`config.mk`:
```
export PLATFORM = sky130hd
export DESIGN_NAME = chg_stage_ctrl
export DESIGN_NICKNAME = d
export VERILOG_FILES = /design/src/rtl/chg_pkg.sv /design/src/rtl/chg_start_edge.sv /design/src/rtl/chg_seq_fsm.sv /design/src/rtl/chg_drive_mux.sv /design/src/rtl/chg_stage_ctrl.sv
export SDC_FILE = /design/constraint.sdc
export NUM_CORES = 1
export LEC_CHECK = 0
export BUFFER_PORTS_ARGS = -buffer_cell sky130_fd_sc_hd__buf_2
export CAP_MARGIN = 10
export CORE_AREA = 2 2 39 41
export DETAILED_ROUTE_END_ITERATION = 10
export DIE_AREA = 0 0 41 43
export GPL_TIMING_DRIVEN = 0
export PLACE_DENSITY = 0.5
export SLEW_MARGIN = 25
export SYNTH_ARGS = -nofsm -noshare
export SYNTH_HDL_FRONTEND = slang
export SYNTH_SLANG_ARGS = --single-unit
```
`constraint.sdc`:
```
create_clock -name clk -period 2.4 [get_ports clk]
set_input_delay 0.12 -clock clk [delete_from_list [all_inputs] [get_ports clk]]
set_output_delay 0.12 -clock clk [all_outputs]
set_load 0.05 [all_outputs]
```
`src/rtl/chg_pkg.sv`:
```
package chg_pkg;

    localparam int STAGE_CNT = 4;
    localparam int CV_CNT    = STAGE_CNT - 1;

    typedef enum logic [2:0] {
        ST_IDLE   = 3'd0,
        ST_BULK   = 3'd1,
        ST_ABSORB = 3'd2,
        ST_FLOAT  = 3'd3,
        ST_RFLOAT = 3'd4
    } stage_e;

    typedef struct packed {
        logic bulk_hit;
        logic absorb_exp;
        logic float_exp;
        logic rfloat_exp;
    } evt_t;

    function automatic logic [STAGE_CNT-1:0] stage_to_oh(stage_e s);
        logic [STAGE_CNT-1:0] oh;
        oh = '0;
        case (s)
            ST_BULK:   oh[0] = 1'b1;
            ST_ABSORB: oh[1] = 1'b1;
            ST_FLOAT:  oh[2] = 1'b1;
            ST_RFLOAT: oh[3] = 1'b1;
            default:   oh = '0;
        endcase
        return oh;
    endfunction

endpackage

```
`src/rtl/chg_start_edge.sv`:
```
module chg_start_edge (
    input  logic clk,
    input  logic rst,
    input  logic req,
    output logic pulse
);
    logic req_q;

    always_ff @(posedge clk) begin
        if (rst) req_q <= 1'b0;
        else     req_q <= req;
    end

    assign pulse = req & ~req_q;
endmodule

```
`src/rtl/chg_seq_fsm.sv`:
```
module chg_seq_fsm
    import chg_pkg::*;
(
    input  logic   clk,
    input  logic   rst,
    input  logic   restart,
    input  evt_t   evt,
    output stage_e stage
);
    stage_e nxt;

    always_comb begin
        nxt = stage;
        if (restart) begin
            nxt = ST_BULK;
        end else begin
            case (stage)
                ST_BULK:   if (evt.bulk_hit)   nxt = ST_ABSORB;
                ST_ABSORB: if (evt.absorb_exp) nxt = ST_FLOAT;
                ST_FLOAT:  if (evt.float_exp)  nxt = ST_RFLOAT;
                ST_RFLOAT: if (evt.rfloat_exp) nxt = ST_FLOAT;
                default:   nxt = stage;
            endcase
        end
    end

    always_ff @(posedge clk) begin
        if (rst) stage <= ST_IDLE;
        else     stage <= nxt;
    end
endmodule

```
`src/rtl/chg_drive_mux.sv`:
```
module chg_drive_mux
    import chg_pkg::*;
(
    input  logic [STAGE_CNT-1:0] stage_oh,
    input  logic [CV_CNT-1:0]    cv_below,
    output logic                 drive
);
    logic [CV_CNT-1:0] term;

    for (genvar i = 0; i < CV_CNT; i++) begin : g_cv
        assign term[i] = stage_oh[i+1] & cv_below[i];
    end

    assign drive = stage_oh[0] | (|term);
endmodule

```
`src/rtl/chg_stage_ctrl.sv`:
```
module chg_stage_ctrl
    import chg_pkg::*;
(
    input  logic                 clk,
    input  logic                 rst,
    input  logic                 start_req,
    input  logic                 bulk_reached,
    input  logic                 reg_absorb,
    input  logic                 reg_float,
    input  logic                 reg_rfloat,
    input  logic                 absorb_done,
    input  logic                 float_done,
    input  logic                 rfloat_done,
    output logic [STAGE_CNT-1:0] stage_oh,
    output logic                 chg_en
);
    logic   start_pulse;
    evt_t   evt;
    stage_e stage;

    chg_start_edge u_edge (
        .clk   (clk),
        .rst   (rst),
        .req   (start_req),
        .pulse (start_pulse)
    );

    assign evt.bulk_hit   = bulk_reached;
    assign evt.absorb_exp = absorb_done;
    assign evt.float_exp  = float_done;
    assign evt.rfloat_exp = rfloat_done;

    chg_seq_fsm u_fsm (
        .clk     (clk),
        .rst     (rst),
        .restart (start_pulse),
        .evt     (evt),
        .stage   (stage)
    );

    assign stage_oh = stage_to_oh(stage);

    chg_drive_mux u_drv (
        .stage_oh (stage_oh),
        .cv_below ({reg_rfloat, reg_float, reg_absorb}),
        .drive    (chg_en)
    );
endmodule

```
# After elaboration in Yosys (flattened, before gate mapping)
# Index checks and enable logic that the tools add are counted.
[op_classes]
n_eq_ne = 12
mux = 10
bitwise_logic = 6
n_reduce_logical = 6
[ops]
columns = ["cell", "n"]
rows = [
  ["two-way mux 3 bit", 4],
  ["inequality test 3 bit, second input constant", 4],
  ["case mux 3 bit (4 select lines)", 1],
  ["AND reduction 5 bit", 2],
  ["inequality test 2 bit, second input constant", 4],
  ["equality test 3 x 2 -> 1 bit, second input constant", 2],
  ["two-way mux 1 bit", 5],
  ["nonzero test 5 bit", 1],
  ["bitwise AND 1 bit", 4],
  ["nonzero test 4 bit", 1],
  ["equality test 3 x 1 -> 1 bit, second input constant", 1],
  ["equality test 3 bit, second input constant", 1],
  ["OR reduction 3 bit", 1],
  ["OR reduction 2 bit", 1],
  ["NOT 1 bit", 1],
  ["bitwise OR 1 bit", 1],
]
[word_totals]
ff_bits = 4
output_inout_bits = 5
wordCells = 37

# Longest topological paths before layout
# Gate-level depths: netlist (run 1).
[logic_depth]
ltp_word = 5
ltp_mapped = 4
mapped_depth_nobuf = 3

# Hierarchy
# From an unflattened synthesis (run 1), not the netlist that was laid out.
[hier_totals]
hier_cells = 29
area_unflattened_um2 = 262.8
[modules_own_cells]
columns = ["mod", "n_inst", "cells_each", "area_per_inst_um2"]
rows = [
  ["chg_seq_fsm", 1, 19, 166.4],
  ["chg_start_edge", 1, 3, 47.5],
  ["chg_stage_ctrl", 1, 4, 32.5],
  ["chg_drive_mux", 1, 3, 16.3],
]

# Worst setup path after synthesis (run 1)
# Ideal clock, no wire load.
[synth_path]
kind = "register to register"
from = "register u_fsm.stage[1]"
to = "register u_fsm.stage[0]"
arrival_time_ns = 2.011
t_required_ns = 2.309
path_slack_ns = 0.299
stages_incl_launch_ff = 5
synth_period_minus_slack_ns = 2.101
path_cell_list = "dfxtp_1 -> buf_2 -> nor3b_1 -> nor2_1 -> a311oi_1"
[synth_between]
elab_chain_cells = 3
elab_cells_between_ends = 12
cone_classes = "eq/ne (8); mux (2); reduce/logical (2)"
[synth_rtl]
columns = ["element", "line_no", "text"]
rows = [
  ["start: declaration", "chg_seq_fsm.sv:8", "output stage_e stage"],
  ["start signal: assignment", "chg_seq_fsm.sv:29", "else stage <= nxt;"],
  ["equality test 3 bit, or another cell as far along", "chg_seq_fsm.sv:17", "case (stage)"],
  ["inequality test 3 bit (no source line), or another cell as far along", "-", ""],
  ["AND reduction 5 bit (no source line) / two-way mux 1 bit (equally long branches)", "-", ""],
]
# Several ways; a longest one is shown, not always the timed one.
# A chain may end at the register's enable or synchronous reset.

# Final worst setup path (run 1)
[layout_path]
from = "register u_fsm.stage[2]"
to = "output port chg_en"
[layout_between]
elab_chain_cells = 5
elab_cells_between_ends = 13
cone_classes = "eq/ne (4); mux (4); bitwise (4); reduce/logical (1)"
[layout_rtl]
columns = ["element", "line_no", "text"]
rows = [
  ["equality test 3 x 2 -> 1 bit / equality test 3 bit (equally long branches)", "chg_pkg.sv:24", "case (s)"],
  ["two-way mux 1 bit", "chg_pkg.sv:24", ""],
  ["bitwise AND 1 bit", "chg_drive_mux.sv:11", "assign term[i] = stage_oh[i+1] & cv_below[i];"],
  ["OR reduction 3 bit", "chg_drive_mux.sv:14", "assign drive = stage_oh[0] | (|term);"],
  ["bitwise OR 1 bit *", "chg_drive_mux.sv:14", ""],
  ["end: declaration", "chg_stage_ctrl.sv:15", "output logic chg_en"],
]
# Mark *: on every way between the ends. The rest lies on a longest branch, timed or not.

==> results of run 1 <==
-- placed cells by master (no fill, tap or decap), types with 2 or more instances in the layout --
| cell type | instances |
|---|---|
| clkbuf_4 | 3 |
| and3b_1 | 2 |
| dfxtp_1 | 4 |
| buf_2 | 15 |
| a21oi_1 | 3 |
| nor2b_1 | 5 |
| and2_1 | 2 |
-- power by group --
| group | switching [mW] | leakage, nW | internal (mW) |
|---|---|---|---|
| registers | 0.000608 | 0.0326 | 0.0689 |
| clock network | 0.0304 | 0.0138 | 0.0561 |
| logic | 0.0230 | 0.133 | 0.0157 |
| total | 0.0541 | 0.180 | 0.141 |
-- metal layers --
| metal | track usage, % | vias up | part of all wire [%] |
|---|---|---|---|
| li1 | - | 159 | - |
| met1 | 9.87 | 135 | 42 |
| met2 | 13.1 | 6 | 51 |
| met3 | 4.71 | 0 | 6.5 |
| met4 | 2.00 | 0 | 0 |
| met5 | 0 | - | 0 |
-- per-stage QoR --
| step | power, mW | utilization, % |
|---|---|---|
| floorplan | 0.0951 | - |
| global placement | 0.109 | 26.9 |
| detailed placement | 0.110 | 26.9 |
| CTS | 0.200 | 28.6 |
| global route | 0.207 | 28.6 |
| finish | 0.195 | 28.6 |
-- cells in the mapped netlist, types with 2 or more instances --
cell and count:
nor2b_1 5, dfxtp_1 4, and3b_1 2, a21oi_1 3
and2_1 2
-- registers in the layout (all words and copies together), names as in the netlist --
| name | flops |
|---|---|
| u_fsm.stage | 3 |
| u_edge.req_q | 1 |
-- cells by family (layout without fill, tap and decap cells) --
kind of cell | count (synthesis) | after routing | share of synthesized area (%)
mux | 1 | 1 | 3.54
buf+inv | 3 | 20 | 7.08
flops | 4 | 4 | 28.3
simple gates | 15 | 15 | 34.1
compound gates | 10 | 10 | 27.0
-- worst paths after layout --
check                        end  slack (ps)           start  cells after the start
setup / recovery          chg_en         850  u_fsm.stage[2]                      4
hold / removal    u_fsm.stage[1]         100             rst                      2
setup reg to reg  u_fsm.stage[0]        1150  u_fsm.stage[2]                      3
hold reg to reg   u_fsm.stage[2]         580    u_edge.req_q                      2
-- critical path: cells and delay by family (launching register included) --
kind,cells,cell delay (ps)
compound gates,2,220
buf+inv,1,280
flops,1,450
simple gates,1,240
-- area by class of cell --
cell class	count	area share, %
Sequential cell	4	20.3
Inverter	1	0.949
Buffer	2	4.11
Clock buffer	3	5.70
Timing Repair Buffer	14	17.7
Multi-Input combinational cell	26	46.2
Tap cell	16	5.06
==> results.yml, run 1 <==
finish:
  areaGrowthSynthToFinish_pct: 39.8
  fillers: 164
  fin_cells: 66
  layout.area.seq_um2: 80.1
  drive_above_1_share_pct: 42.0
  fin_area_um2: 395
  nNetsFinal: 62
  multi_input_area_um2: 183
  antenna_cells: 0
floorplan:
  die_h_um: 43
  dieArea_um2: 1760
  initial_core_util_pct: 20.4
  coreArea_um2: 1380
  design.portCount: 15
  fp.dieW_um: 41
  fp-row-count: 14
clock_network:
  clockBufferDepth: 2
  cts.sinks: 4
  cts_tree: "done"
  ctsHoldBuffers: 0
  h-tree-depth: 1
  cts_root_buf: "clkbuf_4"
  cts.clk_slew.worst_paths_ps: 40
  cts-buffers-inserted: 3
  worstSkewPairLatency_ps: 240
  cts_resized: 0
  post_cts_buffers: 0
placed_design:
  dpl_cell_area_um2: 373
  port_buffers: 14
  gp_congestion: 0.682
  pre_cts_slack_ps: 1110
  place_inst: 63
  dp_hpwl_um: 522
sta:
  min_period_ps: 1550
  slew_viol_final: 0
  rsz0062_at_grt: "no"
  tns_ps: 0
  worst_slack_ps: 850
  slew_headroom_pct: 73.2
  finalCritPeriodShare_pct: 64.6
  finalHoldViolCount: 0
  max_freq_mhz: 645
  fin_hold_ws_ps: 103
  worst-slew-pin-transition_ps: 392
  finalClockSkew_ps: 0.942
  setup_viol: 0
synth:
  yosys_register_bits: 4
  syn-instance-count: 33
  async_flop_share_pct: 0
  yosys.area.top_type: "dfxtp_1"
  yosys-top-cells-area: "dfxtp_1, nor2b_1, and3b_1, a21oi_1, a2111oi_2"
  ys_seq_area_share_pct: 28.3
  synth_nets: 43
  synthFlopType: "dfxtp_1"
  syn_avg_cell_area_um2: 8.57
  synth_cell_types: 22
  synth_top_area_share_pct: 28.3
  yosys_warnings: 0
  synth_edf_count: 0
  syn-cell-area_um2: 283
setup_path:
  path_class: "reg -> out"
  slowest_stage: "dfxtp_1"
  cp_data_arrival_time_ps: 1430
  cp.required_ps: 2280
  crit_fanout: 9
  end_kind: "primary output"
  cp-start-kind: "flip-flop"
  slowest_delay_ps: 450
  worstPathCellList: "nor2b_1 -> a21oi_1 -> o22ai_1 -> buf_2"
route:
  wl_per_cell_um: 10.0
  wirelength_um: 662
  vias: 300
  drt-initial-drc-count: 6
  antenna_left: 0
  post-route-drc-count: 0
  vias_per_cell: 4.55
  firstDrtPassIters: 3
power:
  powerDensity_nw_per_um2: 493
  irDropWorstVdd_v: 0.000170
  p_leak_nw: 0.180
job:
  cap_violations: 0
status:
  outcome: "complete, no violations"
hold_path:
  hold_path.class: "in -> reg"
global_routing:
  grt_pass1_wl_um: 1030
  grt_pass1_vias: 260
  grt_use_total_pct: 8.51
  grt-ovfl-total: 0
  grt_max_degree: 11
  antenna_found_initial: 0
(Power assumes the default switching activity.)
==> inputs of run 2 (changes only) <==
Settings changed: PLACE_DENSITY 0.5 to 0.51.
Clock period 2.4 ns to 1.4 ns, I/O delays scaled along.
==> results.yml, run 2 (same netlist as run 1, synthesis figures left out) <==
setup_path:
  r2r-start: "u_fsm.stage[1]"
  worstPathCellList: "buf_6 -> and3b_1 -> a21oi_1 -> o22ai_1 -> buf_4"
  end_kind: "primary output"
  crit_fanout: 5
  cp_data_arrival_time_ps: 1280
  cp-start-kind: "flip-flop"
  ff2ff_path_depth: 4
  crit_family: "buffers and inverters"
  rr_endpoint: "u_fsm.stage[0]"
  cp.required_ps: 1330
  slowest_stage: "dfxtp_2"
  rrSetupSlack_ps: 190
  slowest_delay_ps: 310
  critPathBufInv: 2
  path_class: "reg -> out"
finish:
  final_cell_mix: "buf_2, buf_4, a21oi_1, nor2b_1, clkbuf_4"
  fin_cells: 68
  top_register: "u_fsm.stage"
  fin_area_um2: 433
  layout_commonest_cell: "buf_2"
  nNetsFinal: 64
  antenna_cells: 0
  areaGrowthSynthToFinish_pct: 53.1
  fin_util_pct: 31.3
  largest_reg_flops: 3
  drive_above_1_share_pct: 53.8
  reg_top3: "u_fsm.stage: 3 flops, u_edge.req_q: 1 flops"
job:
  cap_violations: 0
sta:
  rsz0062_at_grt: "yes"
  finalCritPeriodShare_pct: 96.6
  finalClockSkew_ps: 2.49
  slew_headroom_pct: 73.7
  tns_ps: 0
  worst-slew-pin-transition_ps: 384
  fin_hold_ws_ps: 57.2
  setup_viol: 0
  min_period_ps: 1350
  finalHoldViolCount: 0
  slew_viol_final: 0
  max_freq_mhz: 740
power:
  irDropWorstVdd_v: 0.000384
  p_leak_nw: 0.197
  powerDensity_nw_per_um2: 766
floorplan:
  coreArea_um2: 1380
  initial_core_util_pct: 20.4
  dieArea_um2: 1760
  die_h_um: 43
  fp.dieW_um: 41
  fp-row-count: 14
  design.portCount: 15
clock_network:
  cts_tree: "done"
  clockBufferDepth: 2
  cts-buffers-inserted: 3
  ctsHoldBuffers: 0
  cts_root_buf: "clkbuf_4"
  h-tree-depth: 1
  cts.clk_slew.worst_paths_ps: 40
  cts.sinks: 4
  worstSkewPairLatency_ps: 230
route:
  antenna_left: 0
  post-route-drc-count: 0
  vias: 309
  drt-initial-drc-count: 2
  vias_per_cell: 4.54
  wl_per_cell_um: 10.0
  wirelength_um: 683
  firstDrtPassIters: 4
hold_path:
  hold_start: "float_done"
  hold_path.class: "in -> reg"
  hold_depth: 2
  whs_endpoint: "u_fsm.stage[1]"
placed_design:
  place_inst: 63
  gp_congestion: 0.700
  dp_hpwl_um: 508
  dpl_cell_area_um2: 378
  port_buffers: 14
status:
  outcome: "complete, no violations"
global_routing:
  grt_pass1_wl_um: 979
  grt_pass1_vias: 240
  antenna_found_initial: 0
  grt_use_total_pct: 8.42
  grt-ovfl-total: 0
  grt_max_degree: 11
-- run 2: worst max path at each step --
stage                              start              to  slack (ps)  depth (start not counted)
after global routing      u_fsm.stage[1]          chg_en         -10                          5
final                     u_fsm.stage[0]          chg_en          50                          5
after floorplan           u_fsm.stage[2]          chg_en        -160                          3
after CTS                 u_fsm.stage[0]          chg_en           7                          5
after global placement    u_fsm.stage[2]  u_fsm.stage[0]         110                          3
after detailed placement  u_fsm.stage[2]          chg_en         100                          4
-- run 2: area by class of cell --
class | instances | area [um^2]
Multi-Input combinational cell | 26 | 198
Inverter | 1 | 3.75
Buffer | 2 | 18.8
Sequential cell | 4 | 85.1
Tap cell | 16 | 20.0
Fill cell | 151 | 951
Clock buffer | 3 | 22.5
Timing Repair Buffer | 16 | 85.1
-- run 2: repair_timing --
item	in CTS	in global routing
hold endpoints to repair	0	0
setup buffers	0	1
gates cloned	0	1
gates resized for setup	4	5
endpoints found under the setup margin	4	3
pin swaps	0	1
-- run 2: worst reg2reg max path, stage by stage (launching register included) --
cell and delay, ps:
dfxtp_1 290, buf_4 150, and3b_1 170, a2111oi_0 370
a311oi_1 90
-- run 2: per-stage QoR --
stage,power (mW),worst slack [ps]
3_3_place_gp,0.188,106
3_5_place_dp,0.188,100
6_report,0.331,48.0
2_1_floorplan,0.163,-159
5_1_grt,0.352,-11.0
4_1_cts,0.338,7.33
-- run 2: routing by layer --
metal  global-route usage (%)  wire [um]
met5                        0          0
met1                     10.2        288
met2                     10.6        352
met4                     4.00          0
met3                     6.28         41
-- run 2: power by group --
part	switching, mW	internal (mW)
clock	0.0447	0.0957
combinational	0.0406	0.0325
sequential	0.00144	0.117
total	0.0867	0.245
